[config.mk]
export PLATFORM = sky130hd
export DESIGN_NAME = dp_alu
export DESIGN_NICKNAME = d
export VERILOG_FILES = /design/src/rtl/dp_pkg.sv /design/src/rtl/dp_logic_unit.sv /design/src/rtl/dp_add_unit.sv /design/src/rtl/dp_ctrl.sv /design/src/rtl/dp_alu.sv
export SDC_FILE = /design/constraint.sdc
export NUM_CORES = 1
export LEC_CHECK = 0
export ABC_CLOCK_PERIOD_IN_PS = 7900
export CAP_MARGIN = 30
export CORE_UTILIZATION = 54
export DETAILED_ROUTE_END_ITERATION = 8
export PLACE_DENSITY = 0.83
export RECOVER_POWER = 50
export SLEW_MARGIN = 40
export SYNTH_ARGS = -nofsm -noshare
export SYNTH_HDL_FRONTEND = slang
export SYNTH_SLANG_ARGS = --single-unit
export TNS_END_PERCENT = 10
[constraint.sdc]
create_clock -name clk -period 7.9 [get_ports clk]
set_input_delay 1.975 -clock clk [delete_from_list [all_inputs] [get_ports clk]]
set_output_delay 1.975 -clock clk [all_outputs]
set_load 0.005 [all_outputs]
[src/rtl/dp_pkg.sv]
package dp_pkg;
  typedef enum logic [3:0] {
    OP_AND = 4'd0,  OP_EOR = 4'd1,  OP_SUB = 4'd2,  OP_RSB = 4'd3,
    OP_ADD = 4'd4,  OP_ADC = 4'd5,  OP_SBC = 4'd6,  OP_RSC = 4'd7,
    OP_TST = 4'd8,  OP_TEQ = 4'd9,  OP_CMP = 4'd10, OP_CMN = 4'd11,
    OP_ORR = 4'd12, OP_MOV = 4'd13, OP_BIC = 4'd14, OP_MVN = 4'd15
  } dp_op_e;

  typedef struct packed {
    logic n;
    logic z;
    logic c;
    logic v;
  } nzcv_t;

  function automatic logic op_is_arith(input dp_op_e op);
    return (op inside {OP_SUB, OP_RSB, OP_ADD, OP_ADC, OP_SBC, OP_RSC, OP_CMP, OP_CMN});
  endfunction

  function automatic logic op_is_test(input dp_op_e op);
    return (op inside {OP_TST, OP_TEQ, OP_CMP, OP_CMN});
  endfunction
endpackage

[src/rtl/dp_logic_unit.sv]
module dp_logic_unit
  import dp_pkg::*;
#(
  parameter int W = 32
) (
  input  dp_op_e         op,
  input  logic [W-1:0]   a,
  input  logic [W-1:0]   b,
  output logic [W-1:0]   y
);
  always_comb begin
    case (op)
      OP_AND, OP_TST: y = a & b;
      OP_EOR, OP_TEQ: y = a ^ b;
      OP_ORR:         y = a | b;
      OP_MOV:         y = b;
      OP_BIC:         y = a & ~b;
      OP_MVN:         y = ~b;
      default:        y = '0;
    endcase
  end
endmodule

[src/rtl/dp_add_unit.sv]
module dp_add_unit
  import dp_pkg::*;
#(
  parameter int W = 32
) (
  input  dp_op_e         op,
  input  logic [W-1:0]   a,
  input  logic [W-1:0]   b,
  input  logic           c_in,
  output logic [W-1:0]   sum,
  output logic           c_out,
  output logic           ovf
);
  localparam int MSB = W - 1;

  logic [W-1:0] x, y;
  logic         ci;
  logic [W:0]   full;

  // Operand steering: subtraction is x + ~y + carry-in, so C reads "no borrow".
  always_comb begin
    case (op)
      OP_SUB, OP_CMP: begin x = a; y = ~b; ci = 1'b1; end
      OP_RSB:         begin x = b; y = ~a; ci = 1'b1; end
      OP_ADC:         begin x = a; y = b;  ci = c_in; end
      OP_SBC:         begin x = a; y = ~b; ci = c_in; end
      OP_RSC:         begin x = b; y = ~a; ci = c_in; end
      default:        begin x = a; y = b;  ci = 1'b0; end
    endcase
  end

  assign full  = {1'b0, x} + {1'b0, y} + {{W{1'b0}}, ci};
  assign sum   = full[W-1:0];
  assign c_out = full[W];
  assign ovf   = (x[MSB] == y[MSB]) && (sum[MSB] != x[MSB]);
endmodule

[src/rtl/dp_ctrl.sv]
module dp_ctrl
  import dp_pkg::*;
#(
  parameter int RIDX_W = 4,
  parameter int PC_IDX = 15
) (
  input  dp_op_e            op,
  input  logic              s_bit,
  input  logic [RIDX_W-1:0] rd,
  output logic              wr_en,
  output logic              flag_upd,
  output logic              restore,
  output logic              undef
);
  localparam logic [RIDX_W-1:0] PC_SEL = RIDX_W'(PC_IDX);

  logic is_test, to_pc;

  assign is_test  = op_is_test(op);
  assign to_pc    = (rd == PC_SEL);
  assign undef    = is_test && !s_bit;
  assign wr_en    = !is_test;
  assign restore  = s_bit && !is_test && to_pc;
  assign flag_upd = s_bit && !(!is_test && to_pc);
endmodule

[src/rtl/dp_alu.sv]
module dp_alu
  import dp_pkg::*;
#(
  parameter int W      = 32,
  parameter int RIDX_W = 4,
  parameter int PC_IDX = 15
) (
  input  logic              clk,
  input  logic              rst,
  input  logic [3:0]        opcode,
  input  logic              set_flags,
  input  logic [RIDX_W-1:0] rd_idx,
  input  logic [W-1:0]      op_a,
  input  logic [W-1:0]      op_b,
  input  logic              shift_c,
  input  logic [3:0]        flags_in,
  output logic [W-1:0]      result,
  output logic              reg_we,
  output logic [3:0]        flags_out,
  output logic              flags_we,
  output logic              restore_req,
  output logic              undef_op
);
  localparam int MSB = W - 1;

  dp_op_e       op;
  nzcv_t        cur, nxt;
  logic [W-1:0] logic_y, arith_y, res_c;
  logic         a_cout, a_ovf, arith;
  logic         wr_c, upd_c, rest_c, und_c;

  assign op    = dp_op_e'(opcode);
  assign cur   = nzcv_t'(flags_in);
  assign arith = op_is_arith(op);

  dp_logic_unit #(.W(W)) u_logic (
    .op(op), .a(op_a), .b(op_b), .y(logic_y)
  );

  dp_add_unit #(.W(W)) u_add (
    .op(op), .a(op_a), .b(op_b), .c_in(cur.c),
    .sum(arith_y), .c_out(a_cout), .ovf(a_ovf)
  );

  dp_ctrl #(.RIDX_W(RIDX_W), .PC_IDX(PC_IDX)) u_ctrl (
    .op(op), .s_bit(set_flags), .rd(rd_idx),
    .wr_en(wr_c), .flag_upd(upd_c), .restore(rest_c), .undef(und_c)
  );

  assign res_c = arith ? arith_y : logic_y;

  always_comb begin
    nxt = cur;
    if (upd_c) begin
      nxt.n = res_c[MSB];
      nxt.z = (res_c == '0);
      nxt.c = arith ? a_cout : shift_c;
      nxt.v = arith ? a_ovf : cur.v;
    end
  end

  always_ff @(posedge clk) begin
    if (rst) begin
      result      <= '0;
      reg_we      <= 1'b0;
      flags_out   <= '0;
      flags_we    <= 1'b0;
      restore_req <= 1'b0;
      undef_op    <= 1'b0;
    end else begin
      result      <= res_c;
      reg_we      <= wr_c;
      flags_out   <= nxt;
      flags_we    <= upd_c;
      restore_req <= rest_c;
      undef_op    <= und_c;
    end
  end

  // Marks that one full cycle has elapsed since reset, for $past-based checks.
  logic past_ok;
  always_ff @(posedge clk) begin
    if (rst) past_ok <= 1'b0;
    else     past_ok <= 1'b1;
  end

  a_r10_undef_quiet: assert property (@(posedge clk) disable iff (rst)
    undef_op |-> (!reg_we && !flags_we));

  a_r9_restore_writes: assert property (@(posedge clk) disable iff (rst)
    restore_req |-> (reg_we && !flags_we));

  a_r8_flags_held: assert property (@(posedge clk) disable iff (rst)
    (past_ok && !flags_we) |-> (flags_out == $past(flags_in)));

  a_r6_v_kept: assert property (@(posedge clk) disable iff (rst)
    (past_ok && flags_we && !$past(arith)) |-> (flags_out[0] == $past(flags_in[0])));

  a_r7_test_no_write: assert property (@(posedge clk) disable iff (rst)
    (past_ok && $past(opcode[3:2] == 2'b10)) |-> (!reg_we && !restore_req));
endmodule

Word-level counts from Yosys, hierarchy flattened --
Cells that the tools add are included.
Storage, ports and cells: bits of input ports 80, bits in latches 0, ROM bits 0, memories kept 0, word-level logic and storage cells 59, bits in registers 40, memory bits (writable) 0
Cells by class: reductions and logical operators 19, muxes and demuxes 8, add/sub/neg operators 2, eq/ne operators 18, bitwise logic cells 6, divide/modulo/power cells 0, shift operators 0, multipliers 0, magnitude comparators 0
Operators with widths (number):
- one-hot mux 32 bit (6 select lines) | 1
- AND 32 bit | 2
- 2-to-1 mux 32 bit | 2
- inverter 32 bit | 2
- one-hot mux 32 bit (2 select lines) | 1
- equality test 4 bit, second input constant | 9
- adder 32 x 32 -> 33 bit | 1
- adder 33 x 1 -> 33 bit | 1
- zero test 32 bit | 1
- OR 32 bit | 1
- bitwise XOR 32 bit | 1
- equality test 4 x 3 -> 1 bit, second input constant | 4
- OR reduction 3 bit | 3
- equality test 4 x 2 -> 1 bit, second input constant | 2
- nonzero test 8 bit | 1
- logical AND 1 bit | 6
- OR reduction 2 bit | 3
- equality test 4 x 1 -> 1 bit, second input constant | 1
- zero test 4 bit | 1
- 2-to-1 mux 4 bit | 1
- nonzero test 4 bit | 1
- zero test 1 bit | 3
- 2-to-1 mux 1 bit | 2
- one-hot mux 1 bit (2 select lines) | 1
- other kinds (2) | 2

Depth between registers and ports, before layout --
Gate-level depths: netlist of run 1.
word-level depth 9, mapped depth 22

By module --
Synthesis of run 1 repeated with hierarchy kept, for this count alone.
Second synthesis, totals: cell total of the unflattened synthesis 894, area, all modules 7105.6 µm²
Modules (own cells, without submodules):
- dp_add_unit | area each 2775.2 µm², times used 1, cells each 405, sequential area each 0.0 µm²
- dp_logic_unit | area each 2519.9 µm², times used 1, cells each 294, sequential area each 0.0 µm²
- dp_alu | area each 1778.0 µm², times used 1, cells each 190, sequential area each 800.8 µm²
- dp_ctrl | area each 32.5 µm², times used 1, cells each 5, sequential area each 0.0 µm²

Least setup slack after synthesis of run 1 --
Ideal clock, no wire load.
path kind input to register, from in opcode[0], to reg flags_out[2], arrival time 6594 ps, stages on the path 22, setup slack 1237 ps, required time 7831 ps, path through buf_2 > clkbuf_1 > clkbuf_1 > buf_1 > nor3_1 > o21bai_1 > clkbuf_1 > nor2_1 > a211oi_1 > fa_1 > inv_1 > fa_1 > a21o_1 > a311o_1 > and4b_1 > o31ai_2 > o21ai_1 > xor2_1 > a2111oi_0 > o211a_1 > nand4_1 > o21ai_1
On the way: cells in the longest elaborated chain, start to end 8
RTL lines:
- from (decl) | line dp_alu.sv:10 | input logic [3:0] opcode,
- equality test 4 x 2 -> 1 bit (tied with other cells) | line dp_pkg.sv:17, dp_add_unit.sv:22
- OR reduction 3 bit (no source line) or OR reduction 2 bit (tied branches)
- one-hot mux 32 bit (2 select lines) or 2-to-1 mux 32 bit (tied branches) | line dp_add_unit.sv:22 | case (op)
- adder 32 x 32 -> 33 bit | line dp_add_unit.sv:32 | assign full = {1'b0, x} + {1'b0, y} + {{W{1'b0}}, ci};
- adder 33 x 1 -> 33 bit | line dp_add_unit.sv:32
- 2-to-1 mux 32 bit | line dp_alu.sv:50 | assign res_c = arith ? arith_y : logic_y;
- zero test 32 bit | line dp_alu.sv:56 | nxt.z = (res_c == '0);
- 2-to-1 mux 4 bit * | line dp_alu.sv:54 | if (upd_c) begin
- to (signal assigned) | line dp_alu.sv:73 | flags_out <= nxt;
- to (decl) | line dp_alu.sv:19 | output logic [3:0] flags_out,
Mark *: on every way between the ends. The rest lies on a longest branch, timed or not. A chain may end at the register's enable or synchronous reset.

Worst setup path in the final report of run 1 --
from in opcode[3], to reg flags_out[2]
The elaborated chain is that of the path after synthesis.

==> flow_metrics.tcl, run 1 <==
set metrics [dict create \
    cts_tree "done" \
    grt_max_degree 85 \
    hold_start "flags_in[0]" \
    grt_remaining_overflow 0 \
    hold_buffers 0 \
    clk_pin_slew_worst_paths_ns 0.06 \
    synthFlopType "dfxtp_1" \
    wirelength_met1_um 9350 \
    portBuffers 119 \
    rows 39 \
    crit_start "opcode[3]" \
    finalCritPeriodShare_pct 83.6 \
    wl_met3_um 2650 \
    syn_inst 974 \
    clockBufferDepth 2 \
    place_congestion 1.00 \
    p_leak_nw 3.39 \
    fmax_mhz 151 \
    area_delta_synth_final_pct 22.6 \
    cts.htree.levels 2 \
    ys_seq_elements 40 \
    ys_seq_area_share_pct 12.7 \
    grt_pass1_wl_um 33300 \
    cts_root_buf "clkbuf_16" \
    hpwl_um 16100 \
    route.met2.wl_um 9110 \
    core_sq_um 11400 \
    die_h_um 110 \
    power.density_nw_per_um2 135 \
    finalSetupViolations 0 \
    maxCapViolations 0 \
    top_layer_used "met4" \
    nets 1198 \
    regArea_sq_um 801 \
    drtIter0Drc 921 \
    fillers 1030 \
    crit_path_max_fanout 84 \
    tns_ns 0 \
    design.die.area_sq_um 12100 \
    stdcell_count 1197 \
    yosysUniqueCellTypes 72 \
    worst_ep_required_time_ns 8.12 \
    dr.pass1.iters 7 \
    num_vias 7644 \
    drc 0 \
    die_w_um 110 \
    cp-end-kind "flip-flop" \
    initial_core_util_pct 55.3 \
    hold_ws_ns 2.29 \
    synthesis.nets 1119 \
    power.total_mw 1.04 \
    cts_buffers 5 \
    ys_async_sr_fraction_pct 0 \
    routed_wirelength_um 21700 \
    grt_usage_pct 35.5 \
    period_minus_slack_ns 6.61 \
    grt_pass1_vias 6491 \
    drtAntennaViolNets 0 \
    design_area_sq_um 7710 \
    final_util_pct 67.8 \
    drive_gt1_share_pct 4.84 \
    fin_ws_ns 1.29 \
    crit_type "input port to flip-flop" \
    antenna_found_initial 0 \
    start_kind "input port" \
    ios 120 \
    cts_resized 0 \
    cts_setup_buffers 0 \
    hold_path.class "input port to flip-flop" \
    clock_sinks 40 \
    netlist_area_sq_um 6290 \
    synth_edf_count 0 \
    arrival_ns 6.83 \
    vias_per_cell 6.39 \
    outcome "complete, no violations" \
    diodes 0 \
    routedWlPerCell_um 18.1 \
    worstMarginPinSlew_ns 0.841 \
    dpl-instance-area_sq_um 7560 \
    hold_viol_final 0 \
    rsz0062_at_grt "false" \
    dp_cells 1189 \
    finalMaxSlewViolations 0 \
    multi_input_area_sq_um 4970 \
    ir_worst_vdd_v 0.000168 \
    ys.warnings.count 0 \
    dp_slack_ns 1.20 \
    relSlewSlack_pct 43.9 \
    syn_avg_cell_area_sq_um 6.45 \
]
critical path, stage by stage:
cell,delay [ns]
clkdlybuf4s50_1,0.64
inv_1,0.17
nand3_2,0.23
buf_4,0.61
o21ai_0,0.20
ha_1,0.40
a21oi_1,0.29
nand2_1,0.16
o21ai_0,0.25
a211oi_1,0.17
a2111oi_0,0.42
o21bai_1,0.18
a311oi_1,0.50
mux2i_1,0.30
nand4_1,0.11
o21ai_1,0.13
layer usage:
layer,track usage (%),vias to the layer above
li1,-,3696
met4,11.1,0
met1,49.9,3442
met3,6.40,50
met5,0,-
met2,54.4,456
sequential cells by signal, summed over array words and instances, names as in the netlist:
signal       cells
result          32
undef_op         1
flags_out        4
flags_we         1
reg_we           1
restore_req      1
final cells by class:
type / count / area share (%)
repair buffers: 138 / 17.2
inverters: 76 / 3.70
clock buffers: 5 / 1.62
clock inverters: 3 / 0.243
multi-input cells: 792 / 64.5
flip-flops and latches: 40 / 10.4
well taps: 143 / 2.32
power breakdown:
part | leakage (nW) | switching (mW) | internal (mW)
logic | 2.99 | 0.359 | 0.258
clock network | 0.0736 | 0.0758 | 0.116
registers | 0.332 | 0.00569 | 0.229
total | 3.39 | 0.440 | 0.603
path summary, 6_finish.rpt:
check             cells after the start  slack, ns                      end
hold / removal                        3       2.29  flags_out[0]$_SDFF_PP0_
setup / recovery                     16       1.29  flags_out[2]$_SDFF_PP0_
synth_stat cells (4+ instances only):
cell,instances,area [sq um]
o221ai_1,10,87.6
a211o_1,4,35.0
buf_1,8,30.0
nor4_1,6,37.5
or2_2,4,25.0
and3_1,5,31.3
a221oi_1,6,52.6
a211oi_1,18,135
o21a_1,7,52.6
o2111ai_1,6,52.6
o21ai_0,146,731
a31oi_1,5,31.3
o22ai_1,14,87.6
a22oi_1,8,60.1
a21oi_1,90,450
and2_1,4,25.0
o32ai_1,5,43.8
a21o_1,16,120
nand4_1,15,93.8
buf_2,8,40.0
a222oi_1,4,40.0
nand2_1,116,435
nand3_1,16,80.1
o21ai_1,4,20.0
nand2b_1,13,81.3
nor2b_1,21,131
clkbuf_1,50,188
inv_1,76,285
or3_1,6,37.5
mux2i_1,11,110
dfxtp_1,40,801
xnor2_1,7,61.3
xor2_1,8,70.1
ha_1,63,788
o21bai_1,6,45.0
nor3_1,20,100
nor2_1,76,285
cell usage in the layout (no fill, tap or decap), types with 8 or more instances in the layout:
master and n:
a211oi_1 18, a21o_1 16, a21oi_1 90, a22oi_1 8, buf_4 19, clkdlybuf4s50_1 78, dfxtp_1 40, dlygate4sd3_1 40
ha_1 63, inv_1 76, mux2i_1 11, nand2_1 116, nand2b_1 13, nand3_1 14, nand4_1 15, nor2_1 74
nor2b_1 21, nor3_1 18, o21ai_0 146, o221ai_1 10, o22ai_1 14, xor2_1 8
cell families (layout without fill, tap and decap cells):
logic type,count (synthesis),in the layout,synth area share [%]
fa+ha+maj,65,65,13.2
buf+inv,142,222,8.64
flops,40,40,12.7
mux,13,13,2.11
xor+xnor,15,15,2.09
compound gates,387,387,38.1
simple gates,312,312,23.1
(Power assumes the default switching activity.)
==> run 2: changes to the inputs <==
ABC_CLOCK_PERIOD_IN_PS = 6200   (was 7900)
clock period = 6.2 ns   (was 7.9 ns; I/O delays follow)
==> flow_metrics.tcl, run 2 (same netlist as run 1, synthesis figures left out) <==
set metrics [dict create \
    stdcell_count 1212 \
    cts_tree "done" \
    largest-register "result" \
    worst_ep_required_time_ns 6.42 \
    die_w_um 110 \
    rsz0062_at_grt "false" \
    hold_buffers 0 \
    vias_per_cell 6.42 \
    cts_root_buf "clkbuf_16" \
    area_delta_synth_final_pct 24.3 \
    finalCritPeriodShare_pct 94.4 \
    layout_common_cells "146 x o21ai_0, 116 x nand2_1, 90 x a21oi_1, 78 x clkdlybuf4s50_1, 76 x inv_1" \
    grt_max_degree 41 \
    diodes 0 \
    routedWlPerCell_um 18.3 \
    cts_buffers 5 \
    clockBufferDepth 2 \
    dp_cells 1205 \
    hold_viol_final 0 \
    hpwl_um 17000 \
    core_sq_um 11400 \
    drc 0 \
    power.total_mw 1.35 \
    period_minus_slack_ns 5.85 \
    clk_pin_slew_worst_paths_ns 0.06 \
    initial_core_util_pct 55.3 \
    ir_worst_vdd_v 0.000207 \
    dr.pass1.iters 5 \
    fin_ws_ns 0.346 \
    design.die.area_sq_um 12100 \
    clock_sinks 40 \
    hold_ws_ns 1.86 \
    fmax_mhz 171 \
    cpMaxStageDelayCell "clkdlybuf4s50_1" \
    crit_path_max_fanout 8 \
    maxCapViolations 0 \
    path_buf_inv 2 \
    place_congestion 1.04 \
    power.density_nw_per_um2 172 \
    drtAntennaViolNets 0 \
    start_kind "input port" \
    p_leak_nw 3.46 \
    relSlewSlack_pct 51.4 \
    cts_resized 0 \
    portBuffers 119 \
    hold_path.class "input port to flip-flop" \
    grt_remaining_overflow 0 \
    holdPathStages 3 \
    grt_pass1_wl_um 35000 \
    drive_gt1_share_pct 5.99 \
    crit_type "input port to flip-flop" \
    reg_top3 "result (32), flags_out (4)" \
    whs_endpoint "flags_out[0]$_SDFF_PP0_" \
    fillers 1010 \
    finalSetupViolations 0 \
    cts.htree.levels 2 \
    hold_start "flags_in[0]" \
    grt_pass1_vias 6818 \
    die_h_um 110 \
    outcome "complete, no violations" \
    largest_reg_flops 32 \
    slowest_delay_ns 0.70 \
    worstMarginPinSlew_ns 0.726 \
    cts_setup_buffers 0 \
    crit_family "compound AO/OA/AOI/OAI gates" \
    dp_slack_ns 0.179 \
    grt_usage_pct 37.1 \
    mostFrequentLayoutCell "o21ai_0" \
    cp-end-kind "flip-flop" \
    arrival_ns 6.07 \
    antenna_found_initial 0 \
    dpl-instance-area_sq_um 7680 \
    routed_wirelength_um 22200 \
    path_cells "clkdlybuf4s50_1 > nand2_1 > o21bai_2 > nor2_1 > a211oi_1 > fa_1 > inv_1 > fa_1 > a21o_1 > a311o_1 > a21oi_2 > o21bai_1 > xor2_1 > a21oi_1 > nand4_1 > nor4_1 > nand4_1 > o21ai_1" \
    drtIter0Drc 1078 \
    ios 120 \
    final_util_pct 68.7 \
    num_vias 7784 \
    design_area_sq_um 7820 \
    finalMaxSlewViolations 0 \
    nets 1214 \
    crit_start "opcode[0]" \
    rows 39 \
    tns_ns 0 \
]
[run 2: final cells by class]
type / instances / area (sq um) / share of cell area, %
timing repair buffer: 154 / 1450 / 18.5
multi-input combinational: 792 / 4960 / 63.5
tap: 143 / 179 / 2.29
clock inverter: 2 / 12.5 / 0.160
clock buffer: 5 / 125 / 1.60
inverter: 76 / 285 / 3.65
sequential: 40 / 801 / 10.2
[run 2: how the worst max path moves through the flow]
| stage | depth (start not counted) | end |
|---|---|---|
| floorplan | 22 | flags_out[2]$_SDFF_PP0_ |
| global placement | 18 | flags_out[2]$_SDFF_PP0_ |
| detailed placement | 18 | flags_out[2]$_SDFF_PP0_ |
| CTS | 18 | flags_out[2]$_SDFF_PP0_ |
| global route | 18 | flags_out[2]$_SDFF_PP0_ |
| finish | 18 | flags_out[2]$_SDFF_PP0_ |
[run 2: tightest hold or removal path: stages]
cell             delay (ns)
clkdlybuf4s50_1        0.40
o21ai_0                0.07
a21oi_1                0.07
[run 2: layer usage]
layer / vias to the layer above / share of wire [%] / global-route usage (%)
li1: 3729 / - / -
met1: 3496 / 43 / 52.9
met2: 505 / 42 / 56.4
met3: 54 / 12 / 6.58
met4: 0 / 2.2 / 10.9
met5: - / 0 / 0
[run 2: report_power, final]
| part | switching (mW) | internal, mW |
|---|---|---|
| sequential | 0.00733 | 0.292 |
| clock | 0.0954 | 0.146 |
| combinational | 0.463 | 0.343 |
==> run 3: changes to the inputs <==
CTS_CLUSTER_DIAMETER = 50   (was default)
==> results of run 3 <==
Final layout, timing and power as in run 2 (identical DEF).
